===== src/rtl/i2cr_pkg.sv =====
package i2cr_pkg;
  typedef enum logic [2:0] {
    PH_IDLE,
    PH_ADDR,
    PH_SUB,
    PH_WDATA,
    PH_ACK,
    PH_RDATA,
    PH_RACK
  } phase_e;
endpackage


===== src/rtl/i2cr_pinsync.sv =====
module i2cr_pinsync #(
  parameter int STAGES = 2
) (
  input  logic clk,
  input  logic rst_n,
  input  logic scl_i,
  input  logic sda_i,
  output logic sda_s,
  output logic rise_evt,
  output logic fall_evt,
  output logic start_evt,
  output logic stop_evt
);
  logic [STAGES-1:0] scl_p, sda_p;
  logic scl_s, scl_d, sda_d;

  always_ff @(posedge clk or negedge rst_n) begin
    if (!rst_n) begin
      scl_p <= '1;
      sda_p <= '1;
      scl_d <= 1'b1;
      sda_d <= 1'b1;
    end else begin
      scl_p <= {scl_p[STAGES-2:0], scl_i};
      sda_p <= {sda_p[STAGES-2:0], sda_i};
      scl_d <= scl_s;
      sda_d <= sda_s;
    end
  end

  assign scl_s     = scl_p[STAGES-1];
  assign sda_s     = sda_p[STAGES-1];
  assign rise_evt  = scl_s & ~scl_d;
  assign fall_evt  = ~scl_s & scl_d;
  assign start_evt = scl_s & scl_d & sda_d & ~sda_s;
  assign stop_evt  = scl_s & scl_d & ~sda_d & sda_s;
endmodule


===== src/rtl/i2cr_regfile.sv =====
module i2cr_regfile #(
  parameter int         NUM_REGS = 8,
  parameter int         RO_IDX   = 6,
  parameter int         WO_IDX   = 5,
  parameter logic [7:0] RST0     = 8'h12
) (
  input  logic                  clk,
  input  logic                  rst_n,
  input  logic                  wr_en,
  input  logic [7:0]            wr_addr,
  input  logic [7:0]            wr_data,
  input  logic [7:0]            rd_addr,
  output logic [7:0]            rd_data,
  input  logic [7:0]            status_in,
  output logic [NUM_REGS*8-1:0] reg_q
);
  localparam int              IDXW    = (NUM_REGS > 1) ? $clog2(NUM_REGS) : 1;
  localparam logic [8:0]      LIMIT   = 9'(NUM_REGS);
  localparam logic [IDXW-1:0] TOP_IDX = IDXW'(NUM_REGS - 1);

  logic [7:0]      val [NUM_REGS];
  logic [IDXW-1:0] rd_sel;

  for (genvar gi = 0; gi < NUM_REGS; gi++) begin : g_slot
    if (gi == RO_IDX) begin : g_ro
      assign val[gi]           = status_in;
      assign reg_q[gi*8 +: 8]  = 8'h00;
    end else begin : g_rw
      logic [7:0] q;
      always_ff @(posedge clk or negedge rst_n) begin
        if (!rst_n)                              q <= (gi == 0) ? RST0 : 8'h00;
        else if (wr_en && wr_addr == 8'(gi))     q <= wr_data;
      end
      assign reg_q[gi*8 +: 8] = q;
      assign val[gi]          = (gi == WO_IDX) ? 8'h00 : q;
    end
  end

  assign rd_sel  = ({1'b0, rd_addr} < LIMIT) ? rd_addr[IDXW-1:0] : TOP_IDX;
  assign rd_data = val[rd_sel];

  // a store is only ever issued inside the map
  p_wr_range_r5: assert property (@(posedge clk) disable iff (!rst_n)
    wr_en |-> ({1'b0, wr_addr} < LIMIT));
endmodule


===== src/rtl/i2cr_proto.sv =====
module i2cr_proto
  import i2cr_pkg::*;
#(
  parameter int         NUM_REGS = 8,
  parameter logic [5:0] DEV_HI   = 6'b110101
) (
  input  logic       clk,
  input  logic       rst_n,
  input  logic       sda_s,
  input  logic       rise_evt,
  input  logic       fall_evt,
  input  logic       start_evt,
  input  logic       stop_evt,
  input  logic       strap,
  input  logic [7:0] rd_data,
  output logic [7:0] rd_addr,
  output logic       wr_en,
  output logic [7:0] wr_addr,
  output logic [7:0] wr_data,
  output logic       sda_oe
);
  localparam logic [8:0] LIMIT = 9'(NUM_REGS);
  localparam logic [7:0] TOP   = 8'(NUM_REGS - 1);

  phase_e     state_q, next_q;
  logic [3:0] cnt_q;
  logic [7:0] rx_q, tx_q, ptr_q;
  logic       byte_end, addr_hit, sub_ok, ptr_ok;

  always_comb begin
    byte_end = fall_evt && (cnt_q == 4'd8);
    addr_hit = (rx_q[7:1] == {DEV_HI, strap});
    sub_ok   = ({1'b0, rx_q} < LIMIT);
    ptr_ok   = ({1'b0, ptr_q} < LIMIT);
  end

  assign wr_en   = (state_q == PH_WDATA) && byte_end && ptr_ok && !start_evt && !stop_evt;
  assign wr_addr = ptr_q;
  assign wr_data = rx_q;
  assign rd_addr = ptr_q;
  assign sda_oe  = (state_q == PH_ACK) || ((state_q == PH_RDATA) && !tx_q[7]);

  always_ff @(posedge clk or negedge rst_n) begin
    if (!rst_n) begin
      state_q <= PH_IDLE;
      next_q  <= PH_IDLE;
      cnt_q   <= '0;
      rx_q    <= '0;
      tx_q    <= '1;
      ptr_q   <= '0;
    end else if (start_evt) begin
      state_q <= PH_ADDR;
      cnt_q   <= '0;
    end else if (stop_evt) begin
      state_q <= PH_IDLE;
    end else begin
      case (state_q)
        PH_ADDR, PH_SUB, PH_WDATA: begin
          if (rise_evt && cnt_q != 4'd8) begin
            rx_q  <= {rx_q[6:0], sda_s};
            cnt_q <= cnt_q + 4'd1;
          end
          if (byte_end) begin
            cnt_q <= '0;
            if (state_q == PH_ADDR) begin
              if (addr_hit) begin
                state_q <= PH_ACK;
                next_q  <= rx_q[0] ? PH_RDATA : PH_SUB;
              end else state_q <= PH_IDLE;
            end else if (state_q == PH_SUB) begin
              if (sub_ok) begin
                ptr_q   <= rx_q;
                state_q <= PH_ACK;
                next_q  <= PH_WDATA;
              end else state_q <= PH_IDLE;
            end else begin
              if (ptr_ok) begin
                ptr_q   <= ptr_q + 8'd1;
                state_q <= PH_ACK;
                next_q  <= PH_WDATA;
              end else state_q <= PH_IDLE;
            end
          end
        end
        PH_ACK: if (fall_evt) begin
          state_q <= next_q;
          cnt_q   <= '0;
          tx_q    <= rd_data;
        end
        PH_RDATA: begin
          if (rise_evt) cnt_q <= cnt_q + 4'd1;
          if (fall_evt) begin
            if (cnt_q == 4'd8) begin
              state_q <= PH_RACK;
              cnt_q   <= '0;
            end else tx_q <= {tx_q[6:0], 1'b0};
          end
        end
        PH_RACK: begin
          if (rise_evt) begin
            if (sda_s) state_q <= PH_IDLE;
            else if ({1'b0, ptr_q} < LIMIT - 9'd1) ptr_q <= ptr_q + 8'd1;
            else ptr_q <= TOP;
          end
          if (fall_evt) begin
            state_q <= PH_RDATA;
            tx_q    <= rd_data;
          end
        end
        default: ;
      endcase
    end
  end

  // the slave's drive moves only after an SCL fall or a bus condition
  p_oe_on_edge_r2: assert property (@(posedge clk) disable iff (!rst_n)
    !$stable(sda_oe) |-> $past(fall_evt || start_evt || stop_evt));
  // a stop releases the line and parks the block
  p_stop_release_r8: assert property (@(posedge clk) disable iff (!rst_n)
    stop_evt |=> (!sda_oe && state_q == PH_IDLE));
  // a start always begins with the line released
  p_start_release_r8: assert property (@(posedge clk) disable iff (!rst_n)
    start_evt |=> !sda_oe);
  // auto-increment never runs more than one step past the map
  p_ptr_bound_r4: assert property (@(posedge clk) disable iff (!rst_n)
    {1'b0, ptr_q} <= LIMIT);
endmodule


===== src/rtl/i2cr_slave.sv =====
module i2cr_slave #(
  parameter int         NUM_REGS = 8,
  parameter int         RO_IDX   = 6,
  parameter int         WO_IDX   = 5,
  parameter logic [7:0] RST0     = 8'h12,
  parameter logic [5:0] DEV_HI   = 6'b110101,
  parameter int         STAGES   = 2
) (
  input  logic                  clk,
  input  logic                  rst_n,
  input  logic                  scl_i,
  input  logic                  sda_i,
  output logic                  sda_o,
  output logic                  sda_oe,
  input  logic                  addr_strap,
  input  logic [7:0]            status_in,
  output logic [NUM_REGS*8-1:0] reg_q
);
  logic       sda_s, rise_evt, fall_evt, start_evt, stop_evt;
  logic       wr_en;
  logic [7:0] wr_addr, wr_data, rd_addr, rd_data;

  i2cr_pinsync #(.STAGES(STAGES)) u_sync (
    .clk, .rst_n, .scl_i, .sda_i, .sda_s,
    .rise_evt, .fall_evt, .start_evt, .stop_evt
  );

  i2cr_proto #(.NUM_REGS(NUM_REGS), .DEV_HI(DEV_HI)) u_proto (
    .clk, .rst_n, .sda_s, .rise_evt, .fall_evt, .start_evt, .stop_evt,
    .strap(addr_strap), .rd_data, .rd_addr, .wr_en, .wr_addr, .wr_data, .sda_oe
  );

  i2cr_regfile #(.NUM_REGS(NUM_REGS), .RO_IDX(RO_IDX), .WO_IDX(WO_IDX), .RST0(RST0)) u_regs (
    .clk, .rst_n, .wr_en, .wr_addr, .wr_data, .rd_addr, .rd_data, .status_in, .reg_q
  );

  assign sda_o = 1'b0;
endmodule


===== config.mk =====
export PLATFORM = sky130hd
export DESIGN_NAME = i2cr_slave
export DESIGN_NICKNAME = d
export VERILOG_FILES = /design/src/rtl/i2cr_pkg.sv /design/src/rtl/i2cr_pinsync.sv /design/src/rtl/i2cr_regfile.sv /design/src/rtl/i2cr_proto.sv /design/src/rtl/i2cr_slave.sv
export SDC_FILE = /design/constraint.sdc
export NUM_CORES = 1
export LEC_CHECK = 0
export ABC_CLOCK_PERIOD_IN_PS = 2690
export CAP_MARGIN = 0
export CORE_MARGIN = 1
export CORE_UTILIZATION = 50
export CTS_CLUSTER_DIAMETER = 50
export DETAILED_ROUTE_END_ITERATION = 16
export PLACE_DENSITY_LB_ADDON = 0.15
export SLEW_MARGIN = 0
export SYNTH_ARGS = -nofsm -noshare
export SYNTH_HDL_FRONTEND = slang
export SYNTH_SLANG_ARGS = --single-unit

===== constraint.sdc =====
create_clock -name clk -period 2.69 [get_ports clk]
set_input_delay 0.4035 -clock clk [delete_from_list [all_inputs] [get_ports clk]]
set_output_delay 0.4035 -clock clk [all_outputs]
set_load 0.03 [all_outputs]

==> impl_summary.md, run 1 <==
Floorplan
The die covers 10380 µm². The height of the die is 101.9 µm. The number of ports placed on the die boundary is 79. The placement row count is 36. The chip width is 101.9 µm. The floorplan step defined a core boundary enclosing 9729 µm². For this configuration, the core starts out at a cell density of 0.5127.

STA
The count of pins over their slew limit came to 0. Setup violations remaining at the end of the flow were counted as 0. The number of hold violations in the final report is 0.

The clock arrives with 0.009636 ns of skew. The pin slew with the least headroom to its limit is 0.7212 ns. Setup repair after global routing left no endpoint under its margin.

In this run the tightest slew margin relative to its limit is 0.5192. The clock period minus final worst setup slack is 2.476 ns. Adding up every negative setup slack in the final design gives 0 ns. Timing would allow up to 0.4038 GHz. Of the available clock period, the critical path in the final layout requires 0.9205.

Critical path
The data arrival at the endpoint of the critical path is 2.07 ns. Along the worst path, the maximum fanout reaches 14. The worst setup path is of the reg2out kind. The data required time of the worst path is 2.29 ns. The worst setup path is launched from a register. The worst setup path is captured at an output port. The worst register-to-register path has a setup slack of 0.47 ns.

Final layout
Measured on the finished design, the core utilization comes to 0.6132. The area added between synthesis and finish is 19.59%. The layout has 829 filler cells. In the final layout, the multi-input gates occupy 2370 µm². Leaving out filler cells and counting taps, the final layout contains 640.

Leaving out fill and tap cells, the most frequent cell in the layout is dfrtp_1. The number of antenna diodes in the final layout is 0. The library cells used most frequently in the layout, excluding fill and tap cells, are 80 x dfrtp_1, 68 x clkdlybuf4s50_1, 66 x mux2_2. Summing all flip-flop and latch instances after layout gives 2422 µm². The net count of the finished layout is 521. The share of post-route cells with drive strength above 1 is 0.2564.

Logic synthesis
The total standard cell area after synthesis is 4989 µm². Counting every instance in the synthesized netlist gives 442. The commonest register cell after synthesis is dfrtp_1. The share of synthesized area in the top cell type comes to 0.4013. The synthesized design contains 0 enable-type register cells. The count of different cell masters after synthesis is 61.

The mean area per synthesized cell is 11.29 µm². The biggest area contributor in the post-synthesis netlist is dfrtp_1. The number of warnings issued by yosys is 0.

After synthesis, the cell types taking the most area are dfrtp_1 40%, mux2_2 15%, dfstp_2 8.4%. The share of synthesized registers carrying an async set or reset is 1.000. Counting flops and latches in the post-synthesis netlist gives 96. The proportion of synthesized chip area in sequential cells is 0.4856.

Place
The half-perimeter wire length of the detailed placement result is 8.461 mm. The congestion estimate from routability-driven global placement came to 0.8514. The count of input and output buffers is 69.

The number of placed instances with taps included is 624.

Clock tree
The number of sinks handled by clock tree synthesis is 96. The number of hold buffers added after cts is 0. The CTS tree is yes.

After clock tree synthesis, the clock-pin slew on the worst setup and hold paths is 0.10 ns. The number of gates resized after CTS was 0. The number of CTS-inserted buffers is 9. The buffer type at the clock tree root is clkbuf_8.

In this run the post-CTS setup repair buffer count came out at 0. In this run the number of H-tree levels came out at 3. The clock reaches the later pin of the worst-skew pair after 0.37 ns. The clock passes through at most 2 buffers.

Global routing
Entering global routing, the biggest net connects 56 pins. The first global-routing pass estimated 19.77 mm of wire. The overall global routing resource usage is 0.2562. For this run the aggregate overflow at the end of global routing stands at 0. The number of antenna violations at the first check in global routing is 0.

The via count of the first global-routing pass is 3653.

Detailed routing
The detailed router finished its first iteration with 258 violations. The total number of vias is 3691. The average wire length per cell after detail routing is 18.89 µm. Summed over all layers, the routed wires come to 12.09 mm. The pre-antenna-repair detailed-routing pass consisted of 4 iterations. The number of nets with antenna violations after detailed routing is 0.

The detail-routed via count per cell is 5.767. The count of unresolved DRC violations after routing is 0.

Outcome
The run finished with clean final reports.

Worst hold path
The tightest min-delay check is of the in2async type.

Pwr
The leakage power figure is 2.614 nW. The worst-case vdd ir drop is 0.2271 mV. Dividing total power by cell area gives a power density of 421.6 nW/µm².

Job
The number of violations of the max-capacitance limit is 0.
cell families after synthesis:
group	Yosys count	share of synthesized area
fa+ha+maj	6	0.01505
buf+inv	51	0.04590
flops	96	0.4856
compound gates	97	0.1332
mux	80	0.1976
other cells	1	0.0007517
simple gates	109	0.1184
xor+xnor	2	0.003512
area by class of cell:
class	instances	share of cell area
sequential	96	0.4060
multi-input combinational	303	0.3972
timing repair buffer	79	0.1300
tap	133	0.02789
clock buffer	12	0.02601
inverter	13	0.008180
clock inverter	4	0.004614
layer usage:
metal | wire length, µm | global-route usage | vias to the layer above | part of all wire
met5 | 0 | 0 | - | 0
met4 | 205 | 0.1022 | 0 | 0.017
met3 | 605 | 0.04104 | 18 | 0.050
li1 | - | - | 1729 | -
met1 | 5697 | 0.3721 | 1835 | 0.47
met2 | 5580 | 0.3872 | 109 | 0.46
per-stage QoR:
step | total power, W | area (µm²) | hold WS, ns | setup slack, ns
floorplan | 0.001581 | 5019 | 0.1079 | 0.6853
global placement | 0.001640 | 5781 | 0.3458 | 0.3433
detailed placement | 0.001643 | 5781 | 0.3478 | 0.3763
CTS | 0.002539 | 5963 | 0.1097 | 0.1005
global route | 0.002619 | 5966 | 0.1290 | 0.03727
finish | 0.002515 | 5966 | 0.08053 | 0.2138
final timing paths:
kind,start,to,cells after the start
max in group asynchronous,rst_n,u_regs.g_slot[0].g_rw.q[4]$_DFFE_PN1P_,2
min in group clk,u_sync.sda_p[0]$_DFF_PN1_,u_sync.sda_p[1]$_DFF_PN1_,0
setup reg to reg,u_proto.cnt_q[0]$_DFFE_PN0P_,u_regs.g_slot[4].g_rw.q[7]$_DFFE_PN0P_,7
setup / recovery,u_proto.state_q[1]$_DFFE_PN0P_,sda_oe,3
hold reg to reg,u_sync.sda_p[0]$_DFF_PN1_,u_sync.sda_p[1]$_DFF_PN1_,0
hold / removal,rst_n,u_proto.cnt_q[1]$_DFFE_PN0P_,1
critical path: stages, from the launching register on:
cell and delay, ns:
dfrtp_1 0.54, nor2b_2 0.26, a21boi_0 0.22, clkdlybuf4s50_1 0.70
state kept, by name, summed over array words and instances, names as in the netlist, 2 cells and up:
name                  cells
u_regs.g_slot.g_rw.q     56
u_proto.tx_q              8
u_sync.sda_p              2
u_proto.wr_data           8
u_proto.state_q           3
u_proto.next_q            3
u_proto.cnt_q             4
u_proto.rd_addr           8
u_sync.scl_p              2
cells in the mapped netlist (3+ instances only):
| cell type | instances |
|---|---|
| clkbuf_1 | 25 |
| dfstp_2 | 16 |
| nor3_1 | 4 |
| nand2_2 | 7 |
| buf_2 | 3 |
| a21oi_1 | 17 |
| nand2b_1 | 8 |
| nand3_1 | 15 |
| nand3b_1 | 3 |
| and3b_1 | 3 |
| inv_1 | 12 |
| o221ai_1 | 10 |
| ha_1 | 6 |
| o31ai_1 | 4 |
| o21ai_0 | 28 |
| a21boi_0 | 3 |
| dfrtp_1 | 80 |
| mux4_2 | 8 |
| a221oi_1 | 7 |
| mux2i_1 | 4 |
| a2bb2oi_1 | 3 |
| nor2_1 | 17 |
| buf_4 | 9 |
| nand2_1 | 31 |
| and2_1 | 5 |
| mux2_2 | 66 |
| and3_1 | 4 |
power by group:
part / leakage (nW) / switching [W] / internal, W / total [W]
Sequential: 1.27 / 0.0000165 / 0.00145 / 0.00147
Combinational: 1.24 / 0.0000940 / 0.0000499 / 0.000144
Clock: 0.0967 / 0.000511 / 0.000390 / 0.000901
Note: power is estimated with default switching activity, not from simulation.
==> run 2, diff against run 1 <==
--- a/config.mk
+++ b/config.mk
@@ -7,9 +7,9 @@
 export LEC_CHECK = 0
 export ABC_CLOCK_PERIOD_IN_PS = 2690
 export CAP_MARGIN = 0
+export CORE_ASPECT_RATIO = 1.75
 export CORE_MARGIN = 1
 export CORE_UTILIZATION = 50
-export CTS_CLUSTER_DIAMETER = 50
 export DETAILED_ROUTE_END_ITERATION = 16
 export PLACE_DENSITY_LB_ADDON = 0.15
 export SLEW_MARGIN = 0
==> impl_summary.md, run 2 (same netlist as run 1, synthesis figures left out) <==
Pwr
The leakage power figure is 2.682 nW (+2.6%). The worst-case vdd ir drop is 0.5814 mV (+160%). The net switching power is 0.0006878 W (+11%). The switching fraction of total power is 0.2277 (-0.01935). The clock network fraction of total power is 0.464 (+0.106). The relative contribution of sequential cells to total power is 0.487 (-0.098).

The total internal power was 0.002333 W (+23%). The power density over the cells was 494.5 nW/µm² (+17%). The logic gate share of total power is 0.049 (-0.008).

Critical path
The data required time of the worst path is 2.29 ns (about the same). By startpoint and endpoint, the worst setup path is classified as reg2out. The number of buffer and inverter stages on the critical path is 1 (unchanged). The critical path startpoint is u_proto.state_q[1]$_DFFE_PN0P_. The delay of the slowest cell on the worst path is 0.70 ns (about the same). The terminus of the critical flop-to-flop path is u_proto.cnt_q[3]$_DFFE_PN0P_. The number of logic stages on the critical path including buffering is 3 (unchanged). The critical path ends at sda_oe. The kind of cell with the highest combined delay along the critical path is buffers and inverters. The worst setup path is launched from a register.

The worst-case reg-to-reg path depth is 5 (-2). The maximum fanout along the worst path is 14 (unchanged). The startpoint of the most critical register-to-register path is u_sync.scl_p[1]$_DFF_PN1_.

The reg2reg setup slack is 0.46 ns (about the same). The data arrival at the endpoint of the critical path is 2.00 ns (-0.07 ns). The signal on the critical path passes through nor2b_1 > a21boi_0 > clkdlybuf4s50_1. The critical path's slowest cell is clkdlybuf4s50_1. STA classifies the critical path endpoint as an output port.

Final layout
The antenna diode count came to 0 (unchanged). The combined flip-flop and latch cell area is 2422 µm² (unchanged). The most common library cell in the layout ignoring fill and taps is dfrtp_1. Counting flops per register, the top entry is u_regs.g_slot.g_rw.q. The share of post-route cells with drive strength above 1 was 0.2593 (+0.002922).

The post-layout instance count excluding filler cells is 631 (-1.4%). The area used by multi-input combinational logic is 2367 µm² (-0.11%). The layout net count is 523 (+0.38%). In the layout the commonest cells are 80 x dfrtp_1, 68 x clkdlybuf4s50_1, 66 x mux2_2. The number of flip-flops under the largest register name is 56 (unchanged). The count of fill cells added during filler insertion is 782 (-5.7%). The area growth from synthesis to layout is 22.45%.

Clock tree
The number of CTS-inserted buffers is 9 (unchanged). The clock transition at the registers of the reported paths is 0.07 ns (-0.03 ns). The buffer type at the clock tree root is clkbuf_16. The CTS tree is yes.

The number of hold buffers added after cts is 0 (unchanged). The clock latency on the worst-skew pair was 0.34 ns (-0.03 ns). The number of setup buffers added after CTS is 0 (unchanged).

The maximum clock path buffer count is 2 (unchanged). The count of instances resized after the clock tree is built came to 0 (unchanged). The number of sinks handled by clock tree synthesis is 96 (unchanged). The CTS H-tree depth was 3 (unchanged).

Detailed routing
The detail-routed via count per cell is 5.964 (+3.4%). The count of unresolved DRC violations after routing came to 0 (unchanged). The count of TritonRoute iterations in the first routing pass is 4 (unchanged). The total number of vias was 3763 (+2.0%). The length of routed wiring on met1 is 4.897 mm (-14%).

Signal routing reaches up to met4. The wire length on met3 came to 587 µm (-3.0%). The average wire length per cell after detail routing came to 19.84 µm (+5.1%).

The routed wire length is 12.52 mm (+3.6%). The amount of wire on met2 after detailed routing was 6.717 mm (+20%). The number of nets with antenna violations after detailed routing is 0 (unchanged).

The initial DRC count was 198 (-23%).

STA
The number of hold violations in the final report is 0 (unchanged). The count of pins over their slew limit is 0 (unchanged). The final clock period utilization by the worst path is 0.8935 (-0.02698). Setup repair after global routing left no endpoint under its margin. The final setup violation count is 0 (unchanged). The pin slew with the least headroom to its limit is 0.7889 ns (+0.06764 ns).

The tightest slew margin relative to the limit is 0.4674 (-0.05177). The worst setup skew after layout was 0.006172 ns (-0.003464 ns). The highest achievable clock rate came to 0.4160 GHz (+3.0%). The clock period minus final worst setup slack came to 2.404 ns (-0.07257 ns). The accumulated negative setup slack is 0 ns (unchanged).

Floorplan
The height of the die is 134.1 µm (+32%). The chip width is 77.51 µm (-24%). The total die area was 10400 µm² (+0.15%).

The placement row count is 47 (+31%). The number of ports placed on the die boundary was 79 (unchanged). The core footprint was 9585 µm² (-1.5%).

The initial cell density of the core was 0.5204 (+0.007697).

Global routing
The maximum number of pins on one net before global-route repair is 53 (-5.4%). The overall global routing resource usage is 0.2563 (about the same). The leftover overflow at the end of global routing is 0 (unchanged). The number of antenna violations at the first check in global routing is 0 (unchanged). The via count of the first global-routing pass is 3927 (+7.5%). The global-route wire length before repair is 20.33 mm (+2.9%).

Worst hold path
The tightest min-delay check is of the in2async type.

Place
The half-perimeter wire length of the detailed placement result is 8.983 mm (+6.2%). The number of placed instances with taps included is 615 (-1.4%). The count of input and output buffers is 69 (unchanged).

The weighted congestion reported at the end of routability-driven placement is 0.8628 (+1.3%).

Outcome
The flow ran to the end, and the final reports show no timing, DRC or antenna violations.

Job
The number of violations of the max-capacitance limit is 0 (unchanged).
==> run 2: cell types whose count changed in the layout (fill, tap and decap cells not counted), sizes merged <==
cell and delta:
clkinv -2, clkinvlp +1, buf +2, inv +2, bufinv +2, clkbuf -3
==> run 2: layer usage <==
metal	global-route usage	up-vias
li1	-	1736
met1	0.2974	1892
met2	0.4518	111
met3	0.04694	24
met4	0.1205	0
met5	0	-
==> run 2: power groups by stage <==
stage / Clock (W) / Combinational (W) / Sequential [W]
finish: 0.00140 / 0.000149 / 0.00147
global route: 0.00148 / 0.000164 / 0.00147
CTS: 0.00143 / 0.000149 / 0.00147
detailed placement: 0 / 0.000149 / 0.00150
global placement: 0 / 0.000147 / 0.00150
floorplan: 0 / 0.0000958 / 0.00149
==> run 2: through the flow <==
step / area [µm²] / hold WS, ns / worst slack (ns) / util / power (W)
after floorplan: 5019 / 0.1079 / 0.6853 / - / 0.001581
after global placement: 5782 / 0.3477 / 0.5235 / 0.6032 / 0.001645
after detailed placement: 5782 / 0.3520 / 0.4473 / 0.6032 / 0.001647
after CTS: 6108 / 0.1189 / 0.2467 / 0.6373 / 0.003046
after global routing: 6108 / 0.1488 / 0.1434 / 0.6373 / 0.003114
final: 6108 / 0.09915 / 0.2864 / 0.6373 / 0.003020
==> run 2: worst min path at each step <==
| stage | from | depth (start not counted) | endpoint | slack [ns] |
|---|---|---|---|---|
| final | rst_n | 1 | u_proto.rd_addr[5]$_DFFE_PN0P_ | 0.1 |
| after CTS | rst_n | 1 | u_proto.rd_addr[5]$_DFFE_PN0P_ | 0.12 |
| after floorplan | rst_n | 0 | u_proto.cnt_q[0]$_DFFE_PN0P_ | 0.11 |
| after global routing | rst_n | 1 | u_proto.rd_addr[5]$_DFFE_PN0P_ | 0.15 |
| after global placement | u_sync.scl_p[0]$_DFF_PN1_ | 0 | u_sync.scl_p[1]$_DFF_PN1_ | 0.35 |
| after detailed placement | u_sync.sda_p[0]$_DFF_PN1_ | 0 | u_sync.sda_p[1]$_DFF_PN1_ | 0.35 |
==> run 2: layout make-up <==
cell class / instances / share of cell area
Clock buffer: 9 / 0.03687
Tap cell: 122 / 0.02499
Multi-Input combinational cell: 303 / 0.3875
Timing Repair Buffer: 81 / 0.1295
Clock inverter: 7 / 0.01659
Inverter: 13 / 0.007989
Sequential cell: 96 / 0.3966
